## src/rtl/ipi_pkg.sv

```systemverilog
package ipi_pkg;
  localparam logic [7:0] OFF_STAT = 8'h00;
  localparam logic [7:0] OFF_EN   = 8'h04;
  localparam logic [7:0] OFF_SET  = 8'h08;
  localparam logic [7:0] OFF_CLR  = 8'h0C;
  localparam logic [7:0] OFF_MB   = 8'h20;
  localparam logic [7:0] OFF_SEND = 8'h40;
  localparam int         TGT_LSB  = 16;

  typedef enum logic [2:0] {
    K_NONE, K_STAT, K_EN, K_SET, K_CLR, K_MB, K_SEND
  } reg_kind_e;
endpackage

```

## src/rtl/ipi_decode.sv

```systemverilog
module ipi_decode
  import ipi_pkg::*;
#(
  parameter int NCORE    = 4,
  parameter int DATA_W   = 32,
  parameter int MB_WORDS = 8,
  parameter int CID_W    = 10,
  parameter int OFF_W    = 12,
  localparam int MBI_W   = (MB_WORDS > 1) ? $clog2(MB_WORDS) : 1,
  localparam int VEC_W   = $clog2(DATA_W)
) (
  input  logic              clk,
  input  logic              rst_n,
  input  logic              acc_en,
  input  logic              acc_wr,
  input  logic [CID_W-1:0]  acc_id,
  input  logic [OFF_W-1:0]  acc_off,
  input  logic [DATA_W-1:0] acc_wdata,
  output reg_kind_e         kind,
  output logic [MBI_W-1:0]  mb_idx,
  output logic              src_ok,
  output logic              err,
  output logic [NCORE-1:0]  en_we,
  output logic [NCORE-1:0]  set_we,
  output logic [NCORE-1:0]  clr_we,
  output logic [NCORE-1:0]  mb_we,
  output logic [DATA_W-1:0] set_data
);
  logic [7:0]       lo;
  logic [7:0]       mb_rel;
  logic [CID_W-1:0] tgt;
  logic [VEC_W-1:0] vec;
  logic             tgt_ok;
  logic             go;
  logic             unused_off;

  assign lo         = acc_off[7:0];
  assign unused_off = ^acc_off[OFF_W-1:8];
  assign mb_rel     = lo - OFF_MB;
  assign mb_idx     = mb_rel[MBI_W+1:2];
  assign tgt        = acc_wdata[TGT_LSB +: CID_W];
  assign vec        = acc_wdata[VEC_W-1:0];

  always_comb begin
    if (lo == OFF_STAT)                                        kind = K_STAT;
    else if (lo == OFF_EN)                                     kind = K_EN;
    else if (lo == OFF_SET)                                    kind = K_SET;
    else if (lo == OFF_CLR)                                    kind = K_CLR;
    else if (lo == OFF_SEND)                                   kind = K_SEND;
    else if (lo >= OFF_MB && int'(mb_rel) < 4 * MB_WORDS)      kind = K_MB;
    else                                                       kind = K_NONE;
  end

  assign src_ok   = ({1'b0, acc_id} < (CID_W+1)'(NCORE));
  assign tgt_ok   = ({1'b0, tgt} < (CID_W+1)'(NCORE));
  assign err      = acc_en && (!src_ok || (acc_wr && kind == K_SEND && !tgt_ok));
  assign go       = acc_en && acc_wr && !err;
  assign set_data = (kind == K_SEND) ? (DATA_W'(1) << vec) : acc_wdata;

  for (genvar i = 0; i < NCORE; i++) begin : g_we
    logic own;
    assign own      = (acc_id == CID_W'(i));
    assign en_we[i] = go && own && kind == K_EN;
    assign clr_we[i] = go && own && kind == K_CLR;
    assign mb_we[i] = go && own && kind == K_MB;
    assign set_we[i] = go && ((own && kind == K_SET) ||
                              (kind == K_SEND && tgt == CID_W'(i)));
  end

  AST_ERR_NO_WRITE: assert property (@(posedge clk) disable iff (!rst_n)
    err |-> ((en_we | set_we | clr_we | mb_we) == '0));
  AST_SET_ONE_CORE: assert property (@(posedge clk) disable iff (!rst_n)
    $onehot0(set_we));
endmodule

```

## src/rtl/ipi_core.sv

```systemverilog
module ipi_core #(
  parameter int DATA_W   = 32,
  parameter int MB_WORDS = 8,
  localparam int MBI_W   = (MB_WORDS > 1) ? $clog2(MB_WORDS) : 1
) (
  input  logic                       clk,
  input  logic                       rst_n,
  input  logic                       en_we,
  input  logic                       set_we,
  input  logic                       clr_we,
  input  logic                       mb_we,
  input  logic [MBI_W-1:0]           mb_idx,
  input  logic [DATA_W-1:0]          wdata,
  input  logic [DATA_W-1:0]          set_data,
  output logic [DATA_W-1:0]          status,
  output logic [DATA_W-1:0]          enable,
  output logic [MB_WORDS*DATA_W-1:0] mb_flat,
  output logic                       irq
);
  logic [DATA_W-1:0] mb_q [MB_WORDS];
  logic [DATA_W-1:0] stat_set, stat_clr;

  assign stat_set = status | set_data;
  assign stat_clr = status & ~wdata;

  always_ff @(posedge clk or negedge rst_n) begin
    if (!rst_n) begin
      status <= '0;
      enable <= '0;
      irq    <= 1'b0;
    end else begin
      if (en_we) enable <= wdata;
      if (set_we) begin
        status <= stat_set;
        if ((stat_set & enable) != '0) irq <= 1'b1;
      end else if (clr_we) begin
        status <= stat_clr;
        if (stat_clr == '0 && enable != '0) irq <= 1'b0;
      end
    end
  end

  for (genvar k = 0; k < MB_WORDS; k++) begin : g_mb
    always_ff @(posedge clk or negedge rst_n) begin
      if (!rst_n)                               mb_q[k] <= '0;
      else if (mb_we && mb_idx == MBI_W'(k))    mb_q[k] <= wdata;
    end
    assign mb_flat[k*DATA_W +: DATA_W] = mb_q[k];
  end

  AST_IRQ_RISE_SET: assert property (@(posedge clk) disable iff (!rst_n)
    $rose(irq) |-> $past(set_we));
  AST_IRQ_FALL_CLR: assert property (@(posedge clk) disable iff (!rst_n)
    $fell(irq) |-> ($past(clr_we) && status == '0));
  AST_STATUS_QUIET: assert property (@(posedge clk) disable iff (!rst_n)
    (!set_we && !clr_we) |=> $stable(status));
  AST_EN_KEEPS_IRQ: assert property (@(posedge clk) disable iff (!rst_n)
    (en_we && !set_we && !clr_we) |=> $stable(irq));
endmodule

```

## src/rtl/ipi_ctrl.sv

```systemverilog
module ipi_ctrl
  import ipi_pkg::*;
#(
  parameter int NCORE    = 4,
  parameter int DATA_W   = 32,
  parameter int MB_WORDS = 8,
  parameter int CID_W    = 10,
  parameter int OFF_W    = 12,
  localparam int MBI_W   = (MB_WORDS > 1) ? $clog2(MB_WORDS) : 1
) (
  input  logic              clk,
  input  logic              rst_n,
  input  logic              acc_en,
  input  logic              acc_wr,
  input  logic [CID_W-1:0]  acc_id,
  input  logic [OFF_W-1:0]  acc_off,
  input  logic [DATA_W-1:0] acc_wdata,
  output logic [DATA_W-1:0] rsp_rdata,
  output logic              rsp_err,
  output logic [NCORE-1:0]  irq_o
);
  reg_kind_e          kind;
  logic [MBI_W-1:0]   mb_idx;
  logic               src_ok;
  logic [NCORE-1:0]   en_we, set_we, clr_we, mb_we;
  logic [DATA_W-1:0]  set_data;
  logic [DATA_W-1:0]  stat_a [NCORE];
  logic [DATA_W-1:0]  en_a   [NCORE];
  logic [MB_WORDS*DATA_W-1:0] mb_a [NCORE];

  ipi_decode #(
    .NCORE(NCORE), .DATA_W(DATA_W), .MB_WORDS(MB_WORDS),
    .CID_W(CID_W), .OFF_W(OFF_W)
  ) i_dec (
    .clk(clk), .rst_n(rst_n),
    .acc_en(acc_en), .acc_wr(acc_wr), .acc_id(acc_id),
    .acc_off(acc_off), .acc_wdata(acc_wdata),
    .kind(kind), .mb_idx(mb_idx), .src_ok(src_ok), .err(rsp_err),
    .en_we(en_we), .set_we(set_we), .clr_we(clr_we), .mb_we(mb_we),
    .set_data(set_data)
  );

  for (genvar i = 0; i < NCORE; i++) begin : g_core
    ipi_core #(.DATA_W(DATA_W), .MB_WORDS(MB_WORDS)) i_core (
      .clk(clk), .rst_n(rst_n),
      .en_we(en_we[i]), .set_we(set_we[i]), .clr_we(clr_we[i]),
      .mb_we(mb_we[i]), .mb_idx(mb_idx), .wdata(acc_wdata),
      .set_data(set_data),
      .status(stat_a[i]), .enable(en_a[i]), .mb_flat(mb_a[i]),
      .irq(irq_o[i])
    );
  end

  always_comb begin
    rsp_rdata = '0;
    if (acc_en && !acc_wr && src_ok) begin
      for (int i = 0; i < NCORE; i++) begin
        if (acc_id == CID_W'(i)) begin
          case (kind)
            K_STAT:  rsp_rdata = stat_a[i];
            K_EN:    rsp_rdata = en_a[i];
            K_MB:    rsp_rdata = mb_a[i][mb_idx*DATA_W +: DATA_W];
            default: rsp_rdata = '0;
          endcase
        end
      end
    end
  end

  AST_BAD_REQ_ERR: assert property (@(posedge clk) disable iff (!rst_n)
    (acc_en && !src_ok) |-> (rsp_err && rsp_rdata == '0));
  AST_ERR_IRQ_HOLD: assert property (@(posedge clk) disable iff (!rst_n)
    (acc_en && rsp_err) |=> $stable(irq_o));
endmodule

```

## config.mk

```make
export PLATFORM = sky130hd
export DESIGN_NAME = ipi_ctrl
export DESIGN_NICKNAME = d
export VERILOG_FILES = /design/src/rtl/ipi_pkg.sv /design/src/rtl/ipi_decode.sv /design/src/rtl/ipi_core.sv /design/src/rtl/ipi_ctrl.sv
export SDC_FILE = /design/constraint.sdc
export NUM_CORES = 2
export LEC_CHECK = 0
export ABC_AREA = 1
export BUFFER_PORTS_ARGS = -buffer_cell sky130_fd_sc_hd__buf_4
export CAP_MARGIN = 20
export CORE_UTILIZATION = 60
export CTS_CLUSTER_SIZE = 12
export DETAILED_ROUTE_END_ITERATION = 8
export PLACE_DENSITY = 0.77
export SLEW_MARGIN = 25
export SYNTH_ARGS = -nofsm -noshare
export SYNTH_HDL_FRONTEND = slang
export SYNTH_SLANG_ARGS = --single-unit
```

## constraint.sdc

```tcl
create_clock -name clk -period 3.64 [get_ports clk]
set_clock_uncertainty 0.1 [all_clocks]
set_input_delay 0.728 -clock clk [delete_from_list [all_inputs] [get_ports clk]]
set_output_delay 0.728 -clock clk [all_outputs]
set_load 0.05 [all_outputs]
```

Yosys cells after proc, flatten, opt, wreduce, memory -nomap -nowiden

Cells that the tools add are included.

Register bits after elaboration: 1,284
Bits in latches: 0
RAM bits: 0
Bits in read-only memories: 0
Input port bits: 58
Word-level logic and storage cells: 243
Memories kept: 0

Add/sub/neg operators: 1
$mul: 0
Divide/modulo/power cells: 0
Order comparisons: 4
Eq/ne operators: 27
Shifts and indexed selects: 5
Mux-type cells: 40
Bitwise logic cells: 13
Reduce and logical (&&, ||, !) cells: 109

Operators with widths:

| kind                 | count |
|---|---|
| $shiftx 256x9->32    | 4 |
| $mux 32              | 14 |
| $pmux 32 s3          | 4 |
| $and 32x32->32       | 8 |
| $reduce_bool 32->1   | 8 |
| $logic_not 32->1     | 4 |
| $or 32x32->32        | 4 |
| $logic_and 1x1->1    | 72 |
| $eq 10x2->1 const B  | 4 |
| $not 32->32          | 1 |
| $shl 1x5->32 const A | 1 |
| $eq 3x3->1 const B   | 7 |
| $eq 10x1->1 const B  | 2 |
| $logic_not 10->1     | 2 |
| $lt 10x3->1 const B  | 2 |
| $mux 3               | 6 |
| $eq 8x4->1 const B   | 2 |
| $mux 1               | 16 |
| $reduce_bool 2->1    | 8 |
| $eq 3x2->1 const B   | 4 |
| $reduce_and 3->1     | 4 |
| $eq 8x3->1 const B   | 1 |
| $eq 8x7->1 const B   | 1 |
| $ge 8x6->1 const B   | 1 |
| 8 further kinds      | 19 |

Longest topological paths before layout

Word-level depth: 20
Gate-level depth with buffers: 17

Cells and area by module

A second synthesis with hierarchy kept.

Cell total of the unflattened synthesis: 8,338
Area, all modules: 64,015.1 sq um

Modules (own cells, without submodules):

| module     | instances | cells an instance | area an instance (sq um) |
|---|---|---|---|
| ipi_core   | 4         | 1,259             | 12,245.5 |
| ipi_ctrl   | 1         | 3,107             | 13,965.9 |
| ipi_decode | 1         | 195               | 1,067.3 |

Least setup slack after synthesis

Ideal clock, no wire load.

Kind: input -> output
Start point: input acc_off[5]
End point: output rsp_rdata[6]
Arrival: 3.049 ns
Data required time: 2.812 ns
Setup slack: -0.237 ns
Cell stages on the path: 10
Cells stage by stage: inv_1 ha_1 nand4_4 inv_2 buf_2 buf_1 nand3_1 o211ai_1 nand3_1 a21oi_1

Cells in the longest elaborated chain, start to end: 16
Elaborated cells on any way between the ends: 27
Classes of those cells: 1 x add/sub; 2 x order compare; 7 x eq/ne; 15 x mux; 2 x reduce/logical

RTL lines:

| what                               | line             | RTL |
|---|---|---|
| start: declaration                 | ipi_ctrl.sv:16   | `input logic [OFF_W-1:0] acc_off,` |
| $sub 8x6->8                        | ipi_decode.sv:39 | `assign mb_rel = lo - OFF_MB;` |
| $lt 8x6->1                         | ipi_decode.sv:50 | `else if (lo >= OFF_MB && int'(mb_rel) < 4 * MB_WORDS) kind = K_MB;` |
| $logic_and 1x1->1                  | ipi_decode.sv:50 |  |
| $mux 3                             | ipi_decode.sv:50 |  |
| $mux 3                             | ipi_decode.sv:49 | `else if (lo == OFF_SEND) kind = K_SEND;` |
| $mux 3                             | ipi_decode.sv:48 | `else if (lo == OFF_CLR) kind = K_CLR;` |
| $mux 3                             | ipi_decode.sv:47 | `else if (lo == OFF_SET) kind = K_SET;` |
| $mux 3                             | ipi_decode.sv:46 | `else if (lo == OFF_EN) kind = K_EN;` |
| $mux 3 (*)                         | ipi_decode.sv:45 | `if (lo == OFF_STAT) kind = K_STAT;` |
| $eq 3x3->1 (tied with other cells) | ipi_ctrl.sv:59   | `case (kind)` |
| $pmux 32 s3                        | ipi_ctrl.sv:59   |  |
| $mux 32 (3 in series)              | ipi_ctrl.sv:58   | `if (acc_id == CID_W'(i)) begin` |
| $mux 32 (*)                        | ipi_ctrl.sv:58   |  |
| $mux 32 (*)                        | ipi_ctrl.sv:56   | `if (acc_en && !acc_wr && src_ok) begin` |
| end: declaration                   | ipi_ctrl.sv:18   | `output logic [DATA_W-1:0] rsp_rdata,` |

Mark *: on every way between the ends. The rest lies on a longest branch, timed or not.

Worst setup path in the final report

Start point: input acc_off[2]
End point: output rsp_rdata[4]

Cells in the longest elaborated chain, start to end: 16
Elaborated cells on any way between the ends: 31
Classes of those cells: 1 x add/sub; 2 x order compare; 7 x eq/ne; 4 x shift; 15 x mux; 2 x reduce/logical

RTL lines:

| what                               | line |
|---|---|
| $sub 8x6->8                        | ipi_decode.sv:39 |
| $lt 8x6->1                         | ipi_decode.sv:50 |
| $logic_and 1x1->1                  | ipi_decode.sv:50 |
| $mux 3                             | ipi_decode.sv:50 |
| $mux 3                             | ipi_decode.sv:49 |
| $mux 3                             | ipi_decode.sv:48 |
| $mux 3                             | ipi_decode.sv:47 |
| $mux 3                             | ipi_decode.sv:46 |
| $mux 3                             | ipi_decode.sv:45 |
| $eq 3x3->1 (tied with other cells) | ipi_ctrl.sv:59 |
| $pmux 32 s3                        | ipi_ctrl.sv:59 |
| $mux 32 (3 in series)              | ipi_ctrl.sv:58 |
| $mux 32 (*)                        | ipi_ctrl.sv:58 |
| $mux 32 (*)                        | ipi_ctrl.sv:56 |

Marked as above.

==> results.json <==
{
  "status": "complete, but fails checks",
  "violations": "negative setup slack",
  "antenna_left": 0,
  "crit_type": "in -> out",
  "cp.arrival_ns": 2.89,
  "via_per_inst": 6.47,
  "clk_pin_slew_ns": 0.06,
  "cts_buffers": 137,
  "cp-end-kind": "output port",
  "design.die.area_mm2": 0.102,
  "hold_ws_ns": 0.156,
  "route.detailed.drc": 0,
  "timing.rr.start": "g_core[0].i_core.enable[10]$_DFFE_PN0P_",
  "period_needed_ns": 3.72,
  "drv_slew": 0,
  "drt-initial-drc-count": 8116,
  "min_from": "acc_wdata[11]",
  "ys_ff_latch": 1284,
  "synth_cell_types": 40,
  "synth_xor_area_frac": 0,
  "overflow": 0,
  "slew_headroom": 0.317,
  "muxShareOfSynthArea": 0,
  "synthFlopType": "dfrtp_1",
  "core.rowCount": 115,
  "p_per_area_mw_per_mm2": 425,
  "synth_top_family_by_area": "simple AND/OR/NAND/NOR gates",
  "synth_edf_count": 0,
  "dpl.hpwl_um": 156000,
  "path_max_fanout": 14,
  "cts_buffer_depth": 3,
  "grt_max_degree": 111,
  "grt_pass1_wl_um": 349000,
  "synth-seq-area-share": 0.532,
  "leakage_uw": 0.0336,
  "layout_setup_ws_ns": -0.0807,
  "die_y_um": 319,
  "place_congestion": 1.06,
  "drive_gt1_frac": 0.158,
  "syn_nets": 7436,
  "rsz0062_at_grt": "yes",
  "insertion_delay_ns": 0.77,
  "hold_violations": 0,
  "grt_usage": 0.459,
  "synth_top_area_frac": 0.532,
  "ys_async_sr_fraction": 1.00,
  "fmax_mhz": 269,
  "coreArea_mm2": 0.0990,
  "grt_pass1_vias": 55000,
  "worst_slew_pin_slew_ns": 1.02,
  "drv_cap": 0,
  "io_pins": 95,
  "synth_most_common_cell": "nand2_1",
  "clock-root-buffer": "clkbuf_16",
  "start_kind": "input port",
  "via_count": 58200,
  "layout.nets": 7668,
  "worstPathRequired_ns": 2.81,
  "netlist_area_mm2": 0.0604,
  "holdPathStages": 3,
  "reg2regPathDepth": 9,
  "fin_util": 0.730,
  "clock_sinks": 1284,
  "port_buffers": 90,
  "synth_common_cells": "nand2_1, dfrtp_1, o21ai_0",
  "peakVddDrop_uv": 464,
  "setup_violations": 12,
  "syn_inst": 7377,
  "synth_simple_gate_area_frac": 0.217,
  "finalPower_uw": 30700,
  "cts_max_level": 4,
  "avgSynthCellArea_um2": 8.18,
  "period_share": 1.02,
  "cp-startpoint": "acc_off[2]",
  "firstDrtPassIters": 7,
  "cts_tree": "done",
  "wl_per_cell_um": 26.2,
  "synth-compound-area-share": 0.192,
  "yosys.area_share.adder": 0.000207,
  "hp-class": "in -> reg",
  "start_util": 0.610,
  "yosys.area.top_type": "dfrtp_1",
  "yosys-top-cells-area": "dfrtp_1, nand2_1, o21ai_0, o21ai_1, nor2_1",
  "yosysWarnings": 0,
  "die_w_um": 319,
  "wirelength_um": 235000,
  "antenna_found_initial": 1,
  "areaGrowthSynthToFinish_pct": 19.6
}
[cells by family after synthesis]
group	after synthesis
AOI/OAI and AO/OA	2120
adders and majority gates	1
buffers and inverters	861
DFF	1284
and+or+nand+nor	3111
[power by group]
part,internal [µW],switching (µW)
logic,883,1810
registers,14300,0.00843
clock network,7900,5800
[state kept, by name, indices dropped and copies added (netlist names)]
register / cells
g_core.i_core.enable: 128
g_core.i_core.irq: 4
g_core.i_core.mb_flat: 1024
g_core.i_core.status: 128
[metrics by stage]
step | cells | TNS (ns) | setup slack (ns) | instance area (µm²)
global placement | 8701 | -5.88 | -0.213 | 66200
global route | 8987 | -0.842 | -0.0927 | 72200
detailed placement | 8701 | -7.99 | -0.223 | 66200
finish | 8988 | -0.458 | -0.0807 | 72200
floorplan | 7377 | 0 | 0.0247 | 60500
CTS | 8954 | -0.166 | -0.0471 | 71400
[path summary, 6_finish.rpt]
kind	slack [ns]	end
max in group asynchronous	1.80	g_core[0].i_core.enable[3]$_DFFE_PN0P_
min	0.16	g_core[0].i_core.enable[11]$_DFFE_PN0P_
max	-0.08	rsp_rdata[4]
max reg2reg	1.54	g_core[0].i_core.irq$_DFFE_PN0P_
min reg2reg	0.38	g_core[3].i_core.mb_flat[131]$_DFFE_PN0P_
min in group asynchronous	0.46	g_core[3].i_core.mb_flat[165]$_DFFE_PN0P_
[worst max-delay path, stage by stage]
cell,delay (ns)
buf_16,0.16
inv_16,0.07
nand2_8,0.12
buf_6,0.17
bufbuf_16,0.34
o22ai_1,0.09
o21ai_0,0.40
nand3_4,0.16
o221ai_2,0.09
nand2_1,0.13
nand2_1,0.09
nand2_1,0.07
inv_1,0.08
buf_6,0.15
[cell usage in the layout (no fill, tap or decap), drive strengths merged]
cell type / n
and2: 1
diode: 1
nor2: 494
o22ai: 215
o2111ai: 8
o21a: 2
nand4: 66
o211ai: 127
o21ai: 1518
clkinv: 10
bufinv: 4
buf: 687
clkbuf: 215
a21o: 3
a22oi: 4
dfrtp: 1284
a21oi: 153
or2: 146
bufbuf: 4
nor4: 33
nand2: 2027
o221ai: 88
nand3: 310
clkinvlp: 2
ha: 1
dlygate4sd3: 1
o31ai: 1
nor3: 10
o21bai: 1
nand3b: 26
inv: 259
[metal layers]
layer  global-route usage  vias to the layer above  wire length [µm]
met5              0.00378                        -                 8
met4                0.329                        2             19600
met3               0.0968                      814             25700
met2                0.676                     3863            103000
met1                0.605                    28100             87300
li1                     -                    25300                 -
[cell type report]
| cell class | instances | area, µm² |
|---|---|---|
| well taps | 1287 | 1610 |
| inverters | 255 | 1020 |
| clock buffers | 210 | 4040 |
| clock inverters | 20 | 251 |
| multi-input cells | 5234 | 25400 |
| repair buffers | 697 | 7740 |
| diodes | 1 | 2.50 |
| fillers | 7345 | 26800 |
| flip-flops and latches | 1284 | 32100 |
[what timing repair did]
item                                    4_1_cts  5_1_grt
gates cloned                                  7        5
resized for setup                           130      131
setup buffers                                16       29
hold buffers                                  1        0
endpoints found under the setup margin       32       32
pin swaps                                    27       47
endpoints found under the hold margin        72        0
(Power assumes the default switching activity.)
